<file path="config.mk">
export PLATFORM = sky130hd
export DESIGN_NAME = gpio_bank_ctrl
export DESIGN_NICKNAME = d
export VERILOG_FILES = /design/src/rtl/gpio_bank_pkg.sv /design/src/rtl/gpio_in_sync.sv /design/src/rtl/gpio_edge_status.sv /design/src/rtl/gpio_bank_ctrl.sv
export SDC_FILE = /design/constraint.sdc
export NUM_CORES = 1
export LEC_CHECK = 0
export BUFFER_PORTS_ARGS = -buffer_cell sky130_fd_sc_hd__buf_2
export CORE_ASPECT_RATIO = 0.5
export CORE_MARGIN = 1.5
export CORE_UTILIZATION = 57
export DETAILED_ROUTE_END_ITERATION = 7
export PLACE_DENSITY = 0.87
export SLEW_MARGIN = 25
export SYNTH_ARGS = -nofsm -noshare
export SYNTH_HDL_FRONTEND = slang
export SYNTH_SLANG_ARGS = --single-unit
</file>
<file path="constraint.sdc">
create_clock -name clk -period 2.41 [get_ports clk]
set_clock_uncertainty 0.1 [all_clocks]
set_input_delay 0 -clock clk [delete_from_list [all_inputs] [get_ports clk]]
set_output_delay 0 -clock clk [all_outputs]
set_load 0.05 [all_outputs]
</file>
<file path="src/rtl/gpio_bank_pkg.sv">
package gpio_bank_pkg;

  typedef enum logic [2:0] {
    RT_LEVEL = 3'd0,
    RT_DIR   = 3'd1,
    RT_SET   = 3'd2,
    RT_CLR   = 3'd3,
    RT_RISE  = 3'd4,
    RT_FALL  = 3'd5,
    RT_STAT  = 3'd6,
    RT_ALT   = 3'd7
  } reg_type_e;

  // word index of register type t, bank word w
  function automatic int unsigned word_index(int unsigned t, int unsigned w, int unsigned nreg);
    return t * nreg + w;
  endfunction

  // bit offset of a pin's function code inside its alternate word
  function automatic int unsigned alt_shift(int unsigned pin);
    return (pin % 16) * 2;
  endfunction

endpackage

</file>
<file path="src/rtl/gpio_in_sync.sv">
module gpio_in_sync #(
  parameter int NPIN = 64
) (
  input  logic            clk,
  input  logic            rst_n,
  input  logic [NPIN-1:0] pad_in,
  output logic [NPIN-1:0] lvl,
  output logic [NPIN-1:0] rise,
  output logic [NPIN-1:0] fall
);

  logic [NPIN-1:0] meta_q, sync_q, prev_q;

  always_ff @(posedge clk or negedge rst_n) begin
    if (!rst_n) begin
      meta_q <= '0;
      sync_q <= '0;
      prev_q <= '0;
    end else begin
      meta_q <= pad_in;
      sync_q <= meta_q;
      prev_q <= sync_q;
    end
  end

  assign lvl  = sync_q;
  assign rise = sync_q & ~prev_q;
  assign fall = ~sync_q & prev_q;

  // a rising pulse marks a level that was low one cycle earlier
  p_rise_was_low_r5: assert property (@(posedge clk) disable iff (!rst_n)
    (|rise) |-> ((rise & $past(lvl)) == '0));

  // a falling pulse marks a level that was high one cycle earlier
  p_fall_was_high_r5: assert property (@(posedge clk) disable iff (!rst_n)
    (|fall) |-> ((fall & ~$past(lvl)) == '0));

endmodule

</file>
<file path="src/rtl/gpio_edge_status.sv">
module gpio_edge_status #(
  parameter int NPIN = 64
) (
  input  logic            clk,
  input  logic            rst_n,
  input  logic [NPIN-1:0] rise,
  input  logic [NPIN-1:0] fall,
  input  logic [NPIN-1:0] rise_en,
  input  logic [NPIN-1:0] fall_en,
  input  logic [NPIN-1:0] clr_mask,
  output logic [NPIN-1:0] sts,
  output logic            irq
);

  logic [NPIN-1:0] evt;
  logic [NPIN-1:0] sts_q;

  assign evt = (rise & rise_en) | (fall & fall_en);

  always_ff @(posedge clk or negedge rst_n) begin
    if (!rst_n) sts_q <= '0;
    else        sts_q <= (sts_q & ~clr_mask) | evt;
  end

  assign sts = sts_q;
  assign irq = |sts_q;

  // set bits that are not acknowledged stay set
  p_sticky_hold_r6: assert property (@(posedge clk) disable iff (!rst_n)
    (|(sts_q & ~clr_mask)) |=> ((sts_q & $past(sts_q & ~clr_mask)) == $past(sts_q & ~clr_mask)));

  // every qualified edge lands, even against a clear
  p_edge_beats_clear_r7: assert property (@(posedge clk) disable iff (!rst_n)
    (|evt) |=> ((sts_q & $past(evt)) == $past(evt)));

  // the interrupt can only rise after an edge
  p_irq_rise_r8: assert property (@(posedge clk) disable iff (!rst_n)
    $rose(irq) |-> $past(|evt));

  // the interrupt can only fall after an acknowledge
  p_irq_fall_r8: assert property (@(posedge clk) disable iff (!rst_n)
    $fell(irq) |-> $past(|clr_mask));

endmodule

</file>
<file path="src/rtl/gpio_bank_ctrl.sv">
module gpio_bank_ctrl
  import gpio_bank_pkg::*;
#(
  parameter int NPIN = 64,
  parameter int AW   = 8
) (
  input  logic              clk,
  input  logic              rst_n,
  input  logic              bus_wen,
  input  logic [AW-1:0]     bus_addr,
  input  logic [31:0]       bus_wdata,
  output logic [31:0]       bus_rdata,
  input  logic [NPIN-1:0]   pad_in,
  output logic [NPIN-1:0]   pad_out,
  output logic [NPIN-1:0]   pad_oe,
  output logic [2*NPIN-1:0] alt_sel,
  output logic              irq
);

  localparam int NREG = NPIN / 32;
  localparam int NALT = 2 * NREG;
  localparam int WW   = AW - 2;
  localparam logic [WW-1:0] ALT_LO = WW'(word_index(7, 0, NREG));
  localparam logic [WW-1:0] ALT_HI = WW'(word_index(7, NALT, NREG));
  localparam logic [WW-1:0] TY_LEVEL = WW'(RT_LEVEL);
  localparam logic [WW-1:0] TY_DIR   = WW'(RT_DIR);
  localparam logic [WW-1:0] TY_SET   = WW'(RT_SET);
  localparam logic [WW-1:0] TY_CLR   = WW'(RT_CLR);
  localparam logic [WW-1:0] TY_RISE  = WW'(RT_RISE);
  localparam logic [WW-1:0] TY_FALL  = WW'(RT_FALL);
  localparam logic [WW-1:0] TY_STAT  = WW'(RT_STAT);

  // address decode
  logic [WW-1:0] widx, typ_w, bank_w, alt_w;
  logic          aligned, wr_ok, alt_hit;

  assign widx    = bus_addr[AW-1:2];
  assign aligned = (bus_addr[1:0] == 2'b00);
  assign wr_ok   = bus_wen && aligned;
  assign typ_w   = widx / WW'(NREG);
  assign bank_w  = widx % WW'(NREG);
  assign alt_hit = (widx >= ALT_LO) && (widx < ALT_HI);
  assign alt_w   = widx - ALT_LO;

  logic [NPIN-1:0]   bank_m, wd_rep;
  logic [2*NPIN-1:0] alt_m, alt_rep;

  for (genvar b = 0; b < NREG; b++) begin : g_bank
    assign bank_m[32*b +: 32] = {32{bank_w == WW'(b)}};
    assign wd_rep[32*b +: 32] = bus_wdata;
  end
  for (genvar a = 0; a < NALT; a++) begin : g_alt
    assign alt_m[32*a +: 32]   = {32{alt_hit && (alt_w == WW'(a))}};
    assign alt_rep[32*a +: 32] = bus_wdata;
  end

  // write-one strobes
  logic [NPIN-1:0] set_m, clr_m, ack_m;
  assign set_m = (wr_ok && !alt_hit && typ_w == TY_SET)  ? (wd_rep & bank_m) : '0;
  assign clr_m = (wr_ok && !alt_hit && typ_w == TY_CLR)  ? (wd_rep & bank_m) : '0;
  assign ack_m = (wr_ok && !alt_hit && typ_w == TY_STAT) ? (wd_rep & bank_m) : '0;

  // control registers
  logic [NPIN-1:0]   dir_q, out_q, ren_q, fen_q;
  logic [2*NPIN-1:0] alt_q;

  always_ff @(posedge clk or negedge rst_n) begin
    if (!rst_n) begin
      dir_q <= '0;
      out_q <= '0;
      ren_q <= '0;
      fen_q <= '0;
      alt_q <= '0;
    end else begin
      out_q <= (out_q | set_m) & ~clr_m;
      if (wr_ok && !alt_hit && typ_w == TY_DIR)
        dir_q <= (dir_q & ~bank_m) | (wd_rep & bank_m);
      if (wr_ok && !alt_hit && typ_w == TY_RISE)
        ren_q <= (ren_q & ~bank_m) | (wd_rep & bank_m);
      if (wr_ok && !alt_hit && typ_w == TY_FALL)
        fen_q <= (fen_q & ~bank_m) | (wd_rep & bank_m);
      if (wr_ok)
        alt_q <= (alt_q & ~alt_m) | (alt_rep & alt_m);
    end
  end

  // input path and edge capture
  logic [NPIN-1:0] lvl, rise, fall, sts;

  gpio_in_sync #(.NPIN(NPIN)) u_sync (
    .clk   (clk),
    .rst_n (rst_n),
    .pad_in(pad_in),
    .lvl   (lvl),
    .rise  (rise),
    .fall  (fall)
  );

  gpio_edge_status #(.NPIN(NPIN)) u_sts (
    .clk     (clk),
    .rst_n   (rst_n),
    .rise    (rise),
    .fall    (fall),
    .rise_en (ren_q),
    .fall_en (fen_q),
    .clr_mask(ack_m),
    .sts     (sts),
    .irq     (irq)
  );

  // read mux
  always_comb begin
    bus_rdata = '0;
    if (aligned) begin
      if (alt_hit) begin
        for (int a = 0; a < NALT; a++)
          if (alt_w == WW'(a)) bus_rdata = alt_q[32*a +: 32];
      end else begin
        for (int b = 0; b < NREG; b++) begin
          if (bank_w == WW'(b)) begin
            case (typ_w)
              TY_LEVEL: bus_rdata = lvl[32*b +: 32];
              TY_DIR:   bus_rdata = dir_q[32*b +: 32];
              TY_RISE:  bus_rdata = ren_q[32*b +: 32];
              TY_FALL:  bus_rdata = fen_q[32*b +: 32];
              TY_STAT:  bus_rdata = sts[32*b +: 32];
              default:  bus_rdata = '0;
            endcase
          end
        end
      end
    end
  end

  assign pad_out = out_q;
  assign pad_oe  = dir_q;
  assign alt_sel = alt_q;

  // set-port ones reach the latch
  p_set_lands_r4: assert property (@(posedge clk) disable iff (!rst_n)
    (|set_m) |=> ((pad_out & $past(set_m)) == $past(set_m)));

  // clear-port ones reach the latch
  p_clr_lands_r4: assert property (@(posedge clk) disable iff (!rst_n)
    (|clr_m) |=> ((pad_out & $past(clr_m)) == '0));

  // bits not named by a set or clear write keep their value
  p_latch_keep_r4: assert property (@(posedge clk) disable iff (!rst_n)
    1'b1 |=> (((pad_out ^ $past(pad_out)) & ~$past(set_m | clr_m)) == '0));

  // an alternate-function write replaces exactly its word
  p_alt_write_r9: assert property (@(posedge clk) disable iff (!rst_n)
    (|alt_m && wr_ok) |=> ((alt_sel & $past(alt_m)) == $past(alt_rep & alt_m)));

  // direction holds while nothing writes it
  p_dir_stable_r3: assert property (@(posedge clk) disable iff (!rst_n)
    !bus_wen |=> $stable(pad_oe));

endmodule

</file>
Word level (Yosys, flattened, before mapping)
Index checks and enable logic that the tools add are counted.
{"block": "classes", "eq_ne": 9, "magnitude_cmp": 2, "mux": 13, "reduce_logical": 19, "n_addsub": 1, "n_bitwise": 25}
{"op": "64-bit AND", "n": 10}
{"op": "64-bit bitwise OR", "n": 6}
{"op": "64-bit inverter", "n": 5}
{"op": "32-bit one-hot mux with 5 select lines", "n": 2}
{"op": "128-bit AND", "n": 2}
{"op": "32-bit two-way mux", "n": 8}
{"op": "64-bit two-way mux", "n": 3}
{"op": "128-bit inverter", "n": 1}
{"op": "128-bit bitwise OR", "n": 1}
{"op": "64-bit OR reduction", "n": 1}
{"op": "6-bit zero test", "n": 3}
{"op": "5-bit by 3-bit == test with 1-bit output (second input constant)", "n": 3}
{"op": "1-bit logical AND", "n": 13}
{"op": "6-bit by 2-bit == test with 1-bit output (second input constant)", "n": 2}
{"op": "5-bit by 2-bit == test with 1-bit output (second input constant)", "n": 2}
{"op": "6-bit by 1-bit == test with 1-bit output (second input constant)", "n": 1}
{"op": "6-bit by 4-bit greater-or-equal comparator with 1-bit output (second input constant)", "n": 1}
{"op": "6-bit by 5-bit < comparator with 1-bit output (second input constant)", "n": 1}
{"op": "6-bit by 4-bit subtractor with 6-bit output (second input constant)", "n": 1}
{"op": "5-bit by 1-bit == test with 1-bit output (second input constant)", "n": 1}
{"op": "2-bit zero test", "n": 1}
{"op": "1-bit zero test", "n": 1}
{"block": "totals", "reg_bits": 640, "elab_cells": 78, "output_inout_bits": 289}

Logic depth before layout (Yosys ltp)
Gate-level depths: netlist of the first run.
{"block": "depth", "ltp_word": 9, "depth_mapped": 10}

Cells and area by module
Synthesis of the first run repeated with hierarchy kept, for this count alone.
{"block": "unflattened", "cells_unflattened": 2177, "area_unflattened_um2": 27973.1}
{"module": "gpio_bank_ctrl", "seq_area_each_um2": 9609.2, "n_inst": 1, "cells_each": 1581, "area_each_um2": 19266.0}
{"module": "gpio_in_sync", "seq_area_each_um2": 4804.6, "n_inst": 1, "cells_each": 320, "area_each_um2": 5925.7}
{"module": "gpio_edge_status", "seq_area_each_um2": 1601.5, "n_inst": 1, "cells_each": 276, "area_each_um2": 2781.4}

Least setup slack after synthesis of the first run
Ideal clock, no wire load.
{"block": "synth_path", "path_kind": "input to register", "from": "input bus_addr[3]", "to": "register (tool-made name)", "setup_time_ns": 0.125, "n_path_buf": 3, "arrival_time_ns": 1.991, "t_required_ns": 2.185, "cell_stages": 8, "setup_slack_ns": 0.194, "path_cell_list": "buf_2 inv_1 ha_1 or3_1 clkbuf_1 nor4b_4 buf_6 mux2_2"}
{"item": "from (decl)", "line_no": "gpio_bank_ctrl.sv:10", "source": "input logic [AW-1:0] bus_addr,"}

Worst setup path in the final report of the first run
{"block": "layout_path", "from": "register u_sts.sts_q[23], in the netlist u_sts.sts[23]", "to": "output irq"}
{"block": "layout_between", "elab_chain_cells": 1}
{"item": "from (decl)", "line_no": "gpio_edge_status.sv:16", "source": "logic [NPIN-1:0] sts_q;"}
{"item": "from (signal assigned)", "line_no": "gpio_edge_status.sv:22", "source": "else sts_q <= (sts_q & ~clr_mask) | evt;"}
{"item": "64-bit OR reduction", "line_no": "gpio_edge_status.sv:26", "source": "assign irq = |sts_q;"}
{"item": "to (decl)", "line_no": "gpio_bank_ctrl.sv:17", "source": "output logic irq"}
Every way passes these cells.

==> impl_metrics.json, run 1 <==
{
  "vias": 22140,
  "clockRootBuffer": "clkbuf_16",
  "clock_latency_ns": 0.62,
  "grt_pass1_vias": 22710,
  "slowest_delay_ns": 0.63,
  "dpl.hpwl_microns": 52300,
  "ys_seq_elements": 640,
  "r2r-start": "pad_out[32]",
  "hold_class": "primary input to register",
  "cp-start-kind": "register",
  "final_antenna_net_count": 0,
  "cts_buffers": 53,
  "final_min_period_over_clock_period": 1.191,
  "tns_ns": -0.6585,
  "peakVddDrop_v": 0.0007189,
  "chipHeight_microns": 155.4,
  "clk_pin_slew_ns": 0.07,
  "p_per_area_nw_per_um2": 682.9,
  "failed_checks": "negative setup slack",
  "core_area_sq_um": 45560,
  "regToRegSetupSlack_ns": 0.94,
  "holdPathEnd": "u_sync.meta_q[19]",
  "grt_pass1_wl_microns": 137000,
  "clockBufferDepth": 3,
  "worstSetupPathType": "register to output port",
  "drc": 0,
  "hold_start": "pad_in[19]",
  "postLayoutSetupSlackWorst_ns": -0.4604,
  "num-nets-final": 2650,
  "synth_area_leaders": "dfrtp_1 60%, mux2_2 13%, mux4_2 2.7%",
  "cts-htree-levels": 2,
  "synth.net_count": 2082,
  "synth_area_sq_um": 26490,
  "hold_depth": 2,
  "drive_above_1_share": 0.3672,
  "synthCells": 1971,
  "r2r_end": "pad_out[32]",
  "start_util": 0.5814,
  "synth_top_area_cell": "dfrtp_1",
  "worstMarginPinSlew_ns": 0.7009,
  "ioPinCount": 396,
  "endpoint_kind": "output port",
  "cp.arrival_ns": 2.77,
  "area_growth_pct": 26.16,
  "rsz0062_at_grt": "yes",
  "yosysSeqAreaShare": 0.6046,
  "drt-initial-drc-count": 3317,
  "gp_congestion": 0.9110,
  "via_per_inst": 6.883,
  "cp_max_fo": 3,
  "track_usage": 0.3791,
  "synth-edff-count": 0,
  "period_needed_ns": 2.870,
  "slowest_stage": "or4_4",
  "path_cells": "nor4_2 -> buf_4 -> nand4_1 -> or4_4 -> buf_6",
  "finalHoldViolations": 0,
  "rows": 55,
  "p_leak_nw": 16.15,
  "cp_data_required_time_ns": 2.31,
  "wl_per_cell_microns": 29.36,
  "cts_tree": "done",
  "finalPower_mw": 22.82,
  "cts.sinks": 640,
  "synth.cells.most_frequent": "640 x dfrtp_1, 310 x mux2_2, 138 x nand2_1, 104 x clkbuf_1, 78 x a21oi_1",
  "maxSlewHeadroom": 0.5312,
  "ys_async_sr_fraction": 1.000,
  "ys_warn_count": 0,
  "grt_max_degree": 86,
  "yosysMostFrequentCell": "dfrtp_1",
  "yosys.area.top_type_share": 0.6046,
  "dieArea_sq_um": 47850,
  "drv_cap": 0,
  "outcome": "finished with violations",
  "synth_cell_types": 53,
  "routed_wl_microns": 94440,
  "clock.fmax_ghz": 0.3484,
  "crit_buf_inv": 2,
  "reg2reg_depth": 3,
  "path_delay_family": "simple AND/OR/NAND/NOR gates",
  "portBuffers": 395,
  "syn_avg_cell_area_sq_um": 13.44,
  "first_pass_iters": 8,
  "ys.flop_type": "dfrtp_1",
  "grt_overflow_total": 0,
  "antenna_found_initial": 9,
  "drv_slew": 0,
  "die-width_microns": 307.9,
  "setup_violations": 3
}
-- power breakdown --
part	internal, mW	switching, mW	leakage, nW
clock network	4.79	4.19	0.875
registers	11.2	0.388	8.13
logic	0.796	1.48	7.14
-- how the worst max path moves through the flow --
stage / start / end / slack, ns / cells past startpoint
final: u_sts.sts[23] / irq / -0.46 / 5
after global routing: u_sts.sts[23] / irq / -0.37 / 5
after CTS: u_sts.sts[23] / irq / -0.20 / 5
after detailed placement: bus_addr[3] / register / -0.03 / 7
after global placement: bus_addr[3] / register / 0.05 / 7
after floorplan: bus_addr[3] / register / 0.19 / 8
-- stage by stage --
| step | instances | util | instance area (sq um) | setup slack (ns) | hold slack (ns) |
|---|---|---|---|---|---|
| floorplan | 1971 | - | 26490 | 0.1943 | -0.3956 |
| global placement | 2930 | 0.6533 | 29760 | 0.05353 | -0.1655 |
| detailed placement | 2930 | 0.6533 | 29760 | -0.02796 | -0.1632 |
| CTS | 3207 | 0.7317 | 33330 | -0.2032 | 0.002004 |
| global route | 3215 | 0.7334 | 33410 | -0.3690 | 0.01781 |
| finish | 3217 | 0.7335 | 33420 | -0.4604 | 0.03005 |
-- routing by layer --
metal	wire [microns]	up-vias	part of all wire	GRT usage
li1	-	8511	-	-
met1	31740	10880	0.34	0.4581
met2	42690	2058	0.45	0.5891
met3	12530	690	0.13	0.1252
met4	7465	2	0.079	0.2472
met5	8	-	0.000085	0
-- layout by cell type, fill, tap and decap left out, types with 7 or more instances in the layout --
master,count
nor2b_1,33
a221oi_1,49
nand2_1,136
a21o_1,26
clkbuf_8,7
dfrtp_1,640
mux2_1,11
dlygate4sd3_1,177
mux2_2,310
diode_2,8
nor4_1,15
a31oi_1,64
nand3b_1,63
a21oi_1,77
clkinv_2,19
mux4_2,32
o21ai_0,65
o211ai_1,63
buf_12,33
buf_4,63
o221ai_1,7
clkbuf_1,10
buf_2,387
o2bb2ai_1,49
nor2_1,9
mux2i_1,70
clkbuf_16,54
o22ai_1,26
-- worst reg2reg max path, cell delays in order (launching register included) --
cell and delay [ns]:
dfrtp_1 0.38, a31oi_1 0.16, a31oi_1 0.08, dlygate4sd3_1 0.63
-- cell families (layout without fill, tap and decap cells) --
group	Yosys count	after routing	share of synthesized area
other	0	8	0
and+or+nand+nor	297	297	0.06150
DFF	640	640	0.6046
xor gates and xnor gates	2	2	0.0006614
adders and majority gates	4	4	0.001890
muxes	423	423	0.1901
AOI/OAI and AO/OA	447	447	0.1150
buffers and inverters	158	769	0.02622
-- repair_timing --
item                                    4_1_cts  5_1_grt
hold buffers                                178        1
endpoints found under the setup margin        2       18
pin swaps                                     3        2
setup buffers                                 1        1
cloned                                        0        0
resized for setup                             6       12
hold endpoints to repair                   1152        1
-- area by class of cell --
type                       count  area [sq um]
tap                          627         784.5
sequential                   640         16020
fill                        2559         12140
timing repair buffer         668          4933
inverter                       3         11.26
clock buffer                  71          1485
multi-input combinational   1173          9901
antenna                        8         20.02
clock inverter                27         266.5
Power figures use the tool's default switching activity.
==> run 2, diff against run 1 <==
- CORE_UTILIZATION: 57 -> 58
- PLACE_DENSITY: 0.87 -> 0.88
- SYNTH_HIERARCHICAL: default -> 1
==> run 2 against run 1 <==
  * The run still ends with negative setup slack left
  * Largest power group unchanged
  * Sequential power about the same
  * Wire length up 0.94%
  * Final cell count grew 5.8%
  * Sequential share of layout area shrank 2.0 points
  * Die area up 3.7%
  * Flip-flop and latch count is the same
  * Design area grew 4.3%
  * Synthesized area increased by 5.6%
  * Combinational power up 8%
  * Power rose by 1.3%
  * Global-route usage fell by 1.8 points
  * Clock-buffer cell count rose by 5
==> impl_metrics.json, run 2 <==
{
  "maxSlewHeadroom": 0.4406,
  "final_cell_mix": "640 x dfrtp_1, 383 x buf_2, 254 x mux2_2",
  "cts_buffers": 54,
  "endpoint_kind": "output port",
  "via_per_inst": 6.678,
  "first_pass_iters": 7,
  "yosys.area.top_type_share": 0.5725,
  "cp-start-kind": "register",
  "drv_slew": 0,
  "final_min_period_over_clock_period": 1.169,
  "clock.fmax_ghz": 0.3550,
  "synth.cells.most_frequent": "640 x dfrtp_1, 254 x mux2_2, 128 x and2b_2, 122 x nand2_1, 115 x mux2i_1",
  "syn_avg_cell_area_sq_um": 12.85,
  "worstMarginPinSlew_ns": 0.8157,
  "rsz0062_at_grt": "yes",
  "path_cells": "mux2i_1 -> o22ai_1 -> o21ai_0 -> o21ai_1 -> buf_2",
  "p_leak_nw": 17.57,
  "cts_tree": "done",
  "outcome": "finished with violations",
  "synth_area_sq_um": 27970,
  "drt-initial-drc-count": 3535,
  "clockRootBuffer": "clkbuf_16",
  "setup_violations": 7,
  "antenna_found_initial": 3,
  "die-width_microns": 313.6,
  "holdPathEnd": "pad_out[48]",
  "synthCells": 2177,
  "ys_seq_elements": 640,
  "chipHeight_microns": 158.3,
  "final_antenna_net_count": 0,
  "r2r_end": "u_sts/sts[47]",
  "start_util": 0.5923,
  "yosysMostFrequentCell": "dfrtp_1",
  "holdWs_ns": 0.03951,
  "postLayoutSetupSlackWorst_ns": -0.4068,
  "clk_pin_slew_ns": 0.07,
  "wl_per_cell_microns": 27.99,
  "dpl.hpwl_microns": 52600,
  "synth_area_leaders": "dfrtp_1 57%, mux2_2 10%, mux2i_1 4.1%",
  "cp.arrival_ns": 2.72,
  "clockBufferDepth": 3,
  "cp_data_required_time_ns": 2.31,
  "dieArea_sq_um": 49640,
  "ys_warn_count": 6,
  "grt_overflow_total": 0,
  "synth_top_area_cell": "dfrtp_1",
  "rows": 56,
  "num-nets-final": 2831,
  "portBuffers": 395,
  "p_per_area_nw_per_um2": 663.3,
  "routed_wl_microns": 95320,
  "hold_class": "primary input to register",
  "period_needed_ns": 2.817,
  "synth-edff-count": 0,
  "ys_async_sr_fraction": 1.000,
  "reg2reg_depth": 3,
  "regToRegSetupSlack_ns": 0.85,
  "hold_depth": 3,
  "final_common_cell": "dfrtp_1",
  "grt_pass1_wl_microns": 137400,
  "yosysSeqAreaShare": 0.5725,
  "cp_max_fo": 4,
  "synth.net_count": 2288,
  "worstSetupPathType": "register to output port",
  "drc": 0,
  "failed_checks": "negative setup slack",
  "core_area_sq_um": 47230,
  "slowest_stage": "mux2i_1",
  "clock_latency_ns": 0.61,
  "grt_max_degree": 157,
  "drive_above_1_share": 0.3939,
  "r2r-start": "u_sync/lvl[47]",
  "vias": 22740,
  "ioPinCount": 396,
  "slowest_delay_ns": 0.64,
  "grt_pass1_vias": 23040,
  "gp_congestion": 0.9104,
  "final_core_util": 0.7378,
  "ys.flop_type": "dfrtp_1",
  "cts-htree-levels": 2,
  "track_usage": 0.3614,
  "hold_start": "bus_addr[2]",
  "finalHoldViolations": 0,
  "finalPower_mw": 23.11,
  "cts.sinks": 640,
  "drv_cap": 0,
  "synth_cell_types": 62,
  "peakVddDrop_v": 0.0005419,
  "area_growth_pct": 24.56
}
-- run 2: metrics by stage --
stage	setup WS, ns	instances	instance area, sq um	setup TNS, ns
2_1_floorplan	0.04182	2177	28020	0
3_3_place_gp	0.1677	3134	31250	0
3_5_place_dp	0.06737	3134	31250	0
4_1_cts	-0.03442	3398	34770	-0.03442
5_1_grt	-0.5899	3402	34830	-0.9700
6_report	-0.4068	3405	34840	-0.6973
-- run 2: where the power goes --
part	total, mW	switching, mW	internal [mW]
Combinational	2.47	1.56	0.912
Sequential	11.5	0.373	11.2
Clock	9.11	4.22	4.89
-- run 2: worst max-delay path by stage --
stage | from | endpoint | slack (ns) | depth (start not counted)
2_1_floorplan | bus_addr[4] | bus_rdata[1] | 0.04 | 9
3_3_place_gp | bus_addr[3] | bus_rdata[3] | 0.17 | 10
3_5_place_dp | bus_addr[3] | register | 0.07 | 10
4_1_cts | u_sts/sts[53] | irq | -0.03 | 6
5_1_grt | u_sync/lvl[53] | bus_rdata[21] | -0.59 | 5
6_report | u_sync/lvl[53] | bus_rdata[21] | -0.41 | 5
-- run 2: area by class of cell --
class                           instances  area, sq um
Antenna cell                            5        12.51
Multi-Input combinational cell       1311        11160
Timing Repair Buffer                  648         4835
Tap cell                              638        798.3
Fill cell                            2606        12380
Sequential cell                       640        16020
Clock buffer                           76         1575
Clock inverter                         22        198.9
Inverter                               65        244.0
-- run 2: what timing repair did --
| item | in CTS | in global routing |
|---|---|---|
| pin swaps | 2 | 2 |
| setup buffers | 2 | 2 |
| hold endpoints to repair | 1152 | 0 |
| hold buffers | 164 | 0 |
| resized for setup | 13 | 10 |
| endpoints found under the setup margin | 3 | 19 |
-- run 2: metal layers --
layer	share of wire	up-vias	wire (microns)	track usage
met5	0	-	0	0
met4	0.088	0	8407	0.2694
met3	0.10	666	9721	0.08896
met2	0.48	2039	45430	0.5938
met1	0.33	11160	31760	0.4187
li1	-	8877	-	-
-- run 2: critical path, delay by kind of cell, from the launching register on --
kind | cells | cell delay, ns
flops | 1 | 0.43
compound gates | 3 | 0.80
mux | 1 | 0.64
buf+inv | 1 | 0.23
-- run 2: logic make-up after synthesis --
logic type | count (synthesis) | share of synthesized area
buf+inv | 226 | 0.03502
simple gates | 422 | 0.09313
xor+xnor | 2 | 0.0006263
mux | 468 | 0.2042
compound gates | 415 | 0.09272
flops | 640 | 0.5725
fa+ha+maj | 4 | 0.001789
